--- config.mk ---
export PLATFORM = sky130hd
export DESIGN_NAME = dual_baud_gen
export DESIGN_NICKNAME = d
export VERILOG_FILES = /design/src/rtl/brg_pkg.sv /design/src/rtl/brg_reload_timer.sv /design/src/rtl/brg_pow2_div.sv /design/src/rtl/brg_src_gate.sv /design/src/rtl/dual_baud_gen.sv
export SDC_FILE = /design/constraint.sdc
export NUM_CORES = 1
export LEC_CHECK = 0
export BUFFER_PORTS_ARGS = -buffer_cell sky130_fd_sc_hd__buf_2
export CAP_MARGIN = 20
export CORE_ASPECT_RATIO = 0.7
export CORE_MARGIN = 3
export CORE_UTILIZATION = 56
export DETAILED_ROUTE_END_ITERATION = 6
export PLACE_DENSITY = 0.88
export SYNTH_ARGS = -nofsm -noshare
export SYNTH_HDL_FRONTEND = slang
export SYNTH_HIERARCHICAL = 1
export SYNTH_SLANG_ARGS = --single-unit
export TNS_END_PERCENT = 20
--- constraint.sdc ---
create_clock -name clk -period 2.85 [get_ports clk]
set_clock_uncertainty 0.15 [all_clocks]
set_input_delay 0.4275 -clock clk [delete_from_list [all_inputs] [get_ports clk]]
set_output_delay 0.4275 -clock clk [all_outputs]
set_load 0.01 [all_outputs]
--- src/rtl/brg_pkg.sv ---
package brg_pkg;
  localparam int TC_W     = 8;
  localparam int CNT_W    = TC_W + 1;
  localparam int EXP_W    = 4;
  localparam int MAX_EXP  = 9;
  localparam int DIV_W    = MAX_EXP;
  localparam int SRC_W    = 3;
  localparam logic [SRC_W-1:0] SRC_INTERNAL = 3'b010;

  // Reload value: zero stands for the full 2^TC_W interval.
  function automatic logic [CNT_W-1:0] reload_value(input logic [TC_W-1:0] tc);
    if (tc == '0) return CNT_W'(1) << TC_W;
    return {1'b0, tc};
  endfunction

  // Exponent limited to MAX_EXP.
  function automatic logic [EXP_W-1:0] clamp_exp(input logic [EXP_W-1:0] e);
    if (int'(e) > MAX_EXP) return EXP_W'(MAX_EXP);
    return e;
  endfunction

  // Low-bit mask of the divider counter: 2^E - 1.
  function automatic logic [DIV_W-1:0] div_mask(input logic [EXP_W-1:0] e);
    logic [DIV_W:0] m;
    m = ((DIV_W+1)'(1) << clamp_exp(e)) - (DIV_W+1)'(1);
    return m[DIV_W-1:0];
  endfunction
endpackage

--- src/rtl/brg_reload_timer.sv ---
module brg_reload_timer
  import brg_pkg::*;
#(
  parameter int W  = TC_W,
  localparam int CW = W + 1
) (
  input  logic          clk,
  input  logic          rst,
  input  logic [W-1:0]  tc,
  output logic          tick,
  output logic [CW-1:0] count
);
  logic [CW-1:0] cnt_q;

  always_ff @(posedge clk) begin
    if (rst)               cnt_q <= '0;
    else if (cnt_q <= 1)   cnt_q <= CW'(reload_value(TC_W'(tc)));
    else                   cnt_q <= cnt_q - CW'(1);
  end

  assign tick  = (cnt_q == CW'(1));
  assign count = cnt_q;
endmodule

--- src/rtl/brg_pow2_div.sv ---
module brg_pow2_div
  import brg_pkg::*;
#(
  parameter int EW = EXP_W,
  parameter int DW = DIV_W
) (
  input  logic          clk,
  input  logic          rst,
  input  logic          tick,
  input  logic [EW-1:0] exp_sel,
  output logic          pulse
);
  logic [DW-1:0] acc_q;
  logic [DW-1:0] mask;

  assign mask = DW'(div_mask(EXP_W'(exp_sel)));

  always_ff @(posedge clk) begin
    if (rst)       acc_q <= '0;
    else if (tick) acc_q <= acc_q + DW'(1);
  end

  // Fires on the tick that rolls the low E bits back to zero.
  assign pulse = tick && ((acc_q & mask) == mask);
endmodule

--- src/rtl/brg_src_gate.sv ---
module brg_src_gate
  import brg_pkg::*;
#(
  parameter int SW = SRC_W,
  parameter logic [SW-1:0] CODE = SW'(SRC_INTERNAL)
) (
  input  logic          en_in,
  input  logic [SW-1:0] src,
  output logic          en_out
);
  assign en_out = en_in && (src == CODE);
endmodule

--- src/rtl/dual_baud_gen.sv ---
module dual_baud_gen
  import brg_pkg::*;
(
  input  logic             clk,
  input  logic             rst,
  input  logic [TC_W-1:0]  time_const,
  input  logic [EXP_W-1:0] tx_exp,
  input  logic [EXP_W-1:0] rx_exp,
  input  logic [SRC_W-1:0] tx_src,
  input  logic [SRC_W-1:0] rx_src,
  output logic             tx_clk_en,
  output logic             rx_clk_en
);
  localparam int NCH = 2;

  logic             tmr_tick;
  logic [CNT_W-1:0] tmr_count;
  logic [EXP_W-1:0] ch_exp   [NCH];
  logic [SRC_W-1:0] ch_src   [NCH];
  logic             ch_pulse [NCH];
  logic             ch_en    [NCH];
  logic             tx_div_pulse;
  logic             rx_div_pulse;

  assign ch_exp[0] = tx_exp;
  assign ch_exp[1] = rx_exp;
  assign ch_src[0] = tx_src;
  assign ch_src[1] = rx_src;

  brg_reload_timer #(.W(TC_W)) u_timer (
    .clk   (clk),
    .rst   (rst),
    .tc    (time_const),
    .tick  (tmr_tick),
    .count (tmr_count)
  );

  for (genvar c = 0; c < NCH; c++) begin : g_ch
    brg_pow2_div #(.EW(EXP_W), .DW(DIV_W)) u_div (
      .clk     (clk),
      .rst     (rst),
      .tick    (tmr_tick),
      .exp_sel (ch_exp[c]),
      .pulse   (ch_pulse[c])
    );
    brg_src_gate #(.SW(SRC_W), .CODE(SRC_INTERNAL)) u_gate (
      .en_in  (ch_pulse[c]),
      .src    (ch_src[c]),
      .en_out (ch_en[c])
    );
  end

  assign tx_div_pulse = ch_pulse[0];
  assign rx_div_pulse = ch_pulse[1];
  assign tx_clk_en    = ch_en[0];
  assign rx_clk_en    = ch_en[1];
endmodule

# ---- Word level (Yosys, flattened, before mapping)
# Cells that the tools add are included.
dict set report classes {
  n_addsub 5
  magnitude_cmp 3
  eq_ne 5
  shift 2
  n_mux 12
  n_bitwise 2
  n_reduce_logical 5
}
# op count
set ops {}
lappend ops {{$mux 9} 3}
lappend ops {{$add 9x1->9 const B} 2}
lappend ops {{$and 9x9->9} 2}
lappend ops {{$eq 9x9->1} 2}
lappend ops {{$shl 1x4->9 const A} 2}
lappend ops {{$sub 9x2->9 const B} 2}
lappend ops {{$mux 4} 4}
lappend ops {{$eq 9x1->1 const B} 1}
lappend ops {{$le 9x1->1 const B} 1}
lappend ops {{$sub 9x1->9 const B} 1}
lappend ops {{$gt 4x4->1 const B} 2}
lappend ops {{$logic_not 8->1} 1}
lappend ops {{$eq 3x2->1 const B} 2}
lappend ops {{$mux 1} 5}
lappend ops {{$logic_and 1x1->1} 4}
dict set report word_totals {
  register_bits 27
  inputBits 24
  elab_cells 37
}

# ---- Longest topological paths before layout
dict set report logic_depth {
  ltp_word 9
  mapped_depth 8
}

# ---- By module
# The synthesis kept the hierarchy.
# mod instances cells_each area_each_um2 seq_area_each_um2
set by_module_without_submodules {}
lappend by_module_without_submodules {brg_pow2_div 2 71 578.1 180.2}
lappend by_module_without_submodules {brg_reload_timer 1 59 549.3 180.2}
lappend by_module_without_submodules {brg_src_gate 2 1 12.5 0.0}

# ---- Worst setup path before layout
# Ideal clock, no wire load.
dict set report synth_path {
  path_kind {input to output}
  startpoint {input port rx_exp[3]}
  endpoint {output port rx_clk_en}
  arrival_ns 2.132
  required_time_ns 2.273
  slack_ns 0.140
  cell_stages 8
  path_cell_list {nor4_1 -> inv_1 -> ha_1 -> or3_1 -> a211oi_2 -> a221oi_1 -> and3_1 -> and4bb_2}
}
dict set report synth_via {
  elab_chain_cells 9
}
# item line_no
set synth_lines {}
lappend synth_lines {{start: declaration} dual_baud_gen.sv:8} ;# input logic [EXP_W-1:0] rx_exp,
lappend synth_lines {{$gt 4x4->1} brg_pkg.sv:18} ;# if (int'(e) > MAX_EXP) return EXP_W'(MAX_EXP);
lappend synth_lines {{$mux 1} brg_pkg.sv:18}
lappend synth_lines {{$mux 4 (*)} brg_pkg.sv:19} ;# return e;
lappend synth_lines {{$shl 1x4->9 (*)} brg_pkg.sv:25} ;# m = ((DIV_W+1)'(1) << clamp_exp(e)) - (DIV_W+1)'(1);
lappend synth_lines {{$sub 9x2->9 (*)} brg_pkg.sv:25}
lappend synth_lines {{$and 9x9->9} brg_pow2_div.sv:24} ;# assign pulse = tick && ((acc_q & mask) == mask);
lappend synth_lines {{$eq 9x9->1 (*)} brg_pow2_div.sv:24}
lappend synth_lines {{$logic_and 1x1->1 (*)} brg_pow2_div.sv:24}
lappend synth_lines {{via rx_div_pulse} dual_baud_gen.sv:23} ;# logic rx_div_pulse;
lappend synth_lines {{$logic_and 1x1->1 (*)} brg_src_gate.sv:11} ;# assign en_out = en_in && (src == CODE);
lappend synth_lines {{end: declaration} dual_baud_gen.sv:12} ;# output logic rx_clk_en
# Mark *: on every way through the listed nets, which the timed path passes. The rest lies on a longest branch.

# ---- Worst setup path after layout
dict set report layout_path {
  startpoint {input port tx_exp[1]}
  endpoint {output port tx_clk_en}
}
dict set report layout_via {
  elab_chain_cells 9
}
# item line_no
set layout_lines {}
lappend layout_lines {{start: declaration} dual_baud_gen.sv:7} ;# input logic [EXP_W-1:0] tx_exp,
lappend layout_lines {{$gt 4x4->1} brg_pkg.sv:18}
lappend layout_lines {{$mux 1} brg_pkg.sv:18}
lappend layout_lines {{$mux 4 (*)} brg_pkg.sv:19}
lappend layout_lines {{$shl 1x4->9 (*)} brg_pkg.sv:25}
lappend layout_lines {{$sub 9x2->9 (*)} brg_pkg.sv:25}
lappend layout_lines {{$and 9x9->9} brg_pow2_div.sv:24}
lappend layout_lines {{$eq 9x9->1 (*)} brg_pow2_div.sv:24}
lappend layout_lines {{$logic_and 1x1->1 (*)} brg_pow2_div.sv:24}
lappend layout_lines {{via tx_div_pulse} dual_baud_gen.sv:22} ;# logic tx_div_pulse;
lappend layout_lines {{$logic_and 1x1->1 (*)} brg_src_gate.sv:11}
lappend layout_lines {{end: declaration} dual_baud_gen.sv:11} ;# output logic tx_clk_en,
# Marked as above.

==> impl_metrics.toml <==
[outcome]
status = "finished with violations"
violations = "DRC, setup timing"

[synth]
synth_fa_ha_area_share_pct = 4.34
yosysSeqAreaShare_pct = 31.2
netlist_instances = 203
synth_cell_types = 41
synth_compound_area_share_pct = 19.3
synth_top_family_by_area = "simple AND/OR/NAND/NOR gates"
synth_xor_area_share_pct = 8.10
avgSynthCellArea_um2 = 8.52
muxShareOfSynthArea_pct = 1.16
yosysWarnings = 6
synthSimpleGateAreaFrac_pct = 30.2
synth_nets = 233
synth_seq_cells = 27
yosys.area.top_type = "dfxtp_1"
syn_area_um2 = 1730
synth_top_cell_area_share_pct = 31.2
netlist_top_cells_area = "dfxtp_1 (31%), xnor2_1 (5.6%), nor2_1 (5.2%)"

[sta]
final.period_utilization_pct = 101
hold_ws_ns = 0.295
fmax_mhz = 348
setup_ws_ns = -0.0256
setup_viol = 1
hold_viol_final = 0
slew_viol_final = 0
rsz0062_at_grt = "yes"
relSlewSlack_pct = 61.8
min_period_ns = 2.88
tightestPinTransition_ns = 0.572

[die]
coreArea_um2 = 2860
dieArea_um2 = 3800
num_io_pins = 26
fp.dieH_um = 52.5
rows = 16
start_util_pct = 60.4
fp.dieW_um = 72.4

[cts]
cts-root-buf = "clkbuf_8"
clock_sinks = 27
htreeDepth = 1
clk_latency_ns = 0.27
cts_buffer_depth = 2
cts_made_buffers = 3
cts_tree = "done"
path_clk_slew_ns = 0.09
ctsHoldBuffers = 0

[global_route]
gr-usage-all-layers_pct = 24.9
overflow = 0
antenna_found_initial = 0
grt_max_degree = 28
grt_pass1_wl_um = 7400
grt_pass1_vias = 1660

[layout]
n_antenna_cell = 0
syn2layout_area_growth_pct = 31.1
fin_area_um2 = 2270
layout-drive-gt1-share_pct = 33.6
final_nets = 287
final_cells = 292

[power]
p_total_uw = 1340
p_leak_uw = 0.000842
powerDensity_nw_per_um2 = 592
vdd_drop_max_mv = 0.488

[setup_path]
startpoint_type = "input port"
cp_max_fo = 4
cp.required_ns = 2.27
cp.arrival_ns = 2.30
critical_path_class = "input port to primary output"
cp-end-kind = "primary output"

[detailed_routing]
highest_layer = "met4"
drc = 1
ant_nets = 0
drtIter0Drc = 319
met1Wirelength_um = 2070
wl_per_cell_um = 17.0
vias = 1854
route.met3.wl_um = 466
first_pass_iters = 7
wl_met2_um = 2290
vias_per_cell = 6.35
routed_wl_um = 4970

[placement]
place_ws_ns = -0.235
portBuffers = 25
dpl.cell_count = 277
gp_congestion = 0.885
hpwl_um = 2960
dpl_cell_area_um2 = 1990

[job]
cap_violations = 0

[hold_path]
hold_path.class = "input port to flop"
report_power, final:
part	switching [µW]	leakage, µW	internal, µW
Combinational	314	0.000597	288
Sequential	83.7	0.000220	436
Clock	124	0.0000255	98.2
Total	522	0.000842	822
cells in the mapped netlist (all sizes together):
master / instances
nand4b: 1
nand4: 9
xnor2: 11
nand2: 13
nor4: 6
xor2: 5
o211ai: 4
nor3: 4
a21oi: 9
a311oi: 4
and3: 3
a221oi: 2
a31oi: 3
nand3b: 2
o21bai: 1
nand2b: 2
nand3: 3
nor2: 24
mux2i: 2
o21ai: 8
o22ai: 2
or3: 11
or4: 2
inv: 13
nor2b: 2
and4bb: 2
ha: 6
buf: 4
clkbuf: 2
o221ai: 2
dfxtp: 27
or2b: 2
nor4b: 2
a211oi: 10
cells in the final DEF, fill, tap and decap left out, types with 5 or more instances in the layout:
cell / n
buf_2: 19
o21ai_0: 8
nand4_1: 9
nor2_1: 22
buf_4: 25
xor2_1: 5
or3_1: 9
nand2_1: 13
a211oi_2: 7
a21oi_1: 8
xnor2_1: 11
dfxtp_1: 27
buf_6: 8
inv_1: 13
worst max-delay path, stage by stage:
cell and delay (ns):
buf_2 0.13, nor4_4 0.29, inv_1 0.08, ha_2 0.21, or3_4 0.37, a211oi_2 0.24
a221oi_2 0.05, and3_1 0.15, and4bb_2 0.23, buf_6 0.12
per-layer routing:
| layer | vias to the layer above | track usage, % |
|---|---|---|
| li1 | 861 | - |
| met1 | 841 | 30.0 |
| met2 | 130 | 44.0 |
| met3 | 22 | 7.09 |
| met4 | 0 | 6.44 |
| met5 | - | 0 |
area by class of cell:
class	count	area, µm²
Multi-Input combinational cell	158	1180
Fill cell	186	594
Sequential cell	27	541
Timing Repair Buffer	54	403
Inverter	13	48.8
Tap cell	36	45.0
Clock buffer	3	41.3
Clock inverter	1	5.00
final timing paths:
path | start | to | slack (ns) | cells past startpoint
hold / removal | time_const[2] | u_timer/count[2] | 0.30 | 3
hold reg to reg | g_ch[1].u_div/acc_q[8] | g_ch[1].u_div/acc_q[8] | 0.35 | 2
setup / recovery | tx_exp[1] | tx_clk_en | -0.03 | 10
setup reg to reg | u_timer/count[4] | g_ch[0].u_div/acc_q[7] | 0.62 | 6
per-stage QoR:
step	TNS [ns]	utilization, %
5_1_grt	-0.174	79.2
3_5_place_dp	-0.429	69.6
6_report	-0.0256	79.2
4_1_cts	-0.00664	74.6
2_1_floorplan	0	-
3_3_place_gp	-0.227	69.6
state kept, by name, summed over array words and instances, names as in the netlist:
signal            cells
u_timer/count         9
g_ch.u_div/acc_q     18
logic make-up (layout without fill, tap and decap cells):
kind of cell	after synthesis	count (layout)
and+or+nand+nor	88	89
AOI/OAI and AO/OA	45	45
DFF	27	27
buffers and inverters	19	71
xor gates and xnor gates	16	16
adders and majority gates	6	6
muxes	2	2
what timing repair did:
item,4_1_cts,5_1_grt
resized for setup,13,20
buffers inserted,4,6
gates cloned,0,1
setup endpoints to repair,2,2
pin swaps,12,17
Power figures use the tool's default switching activity.
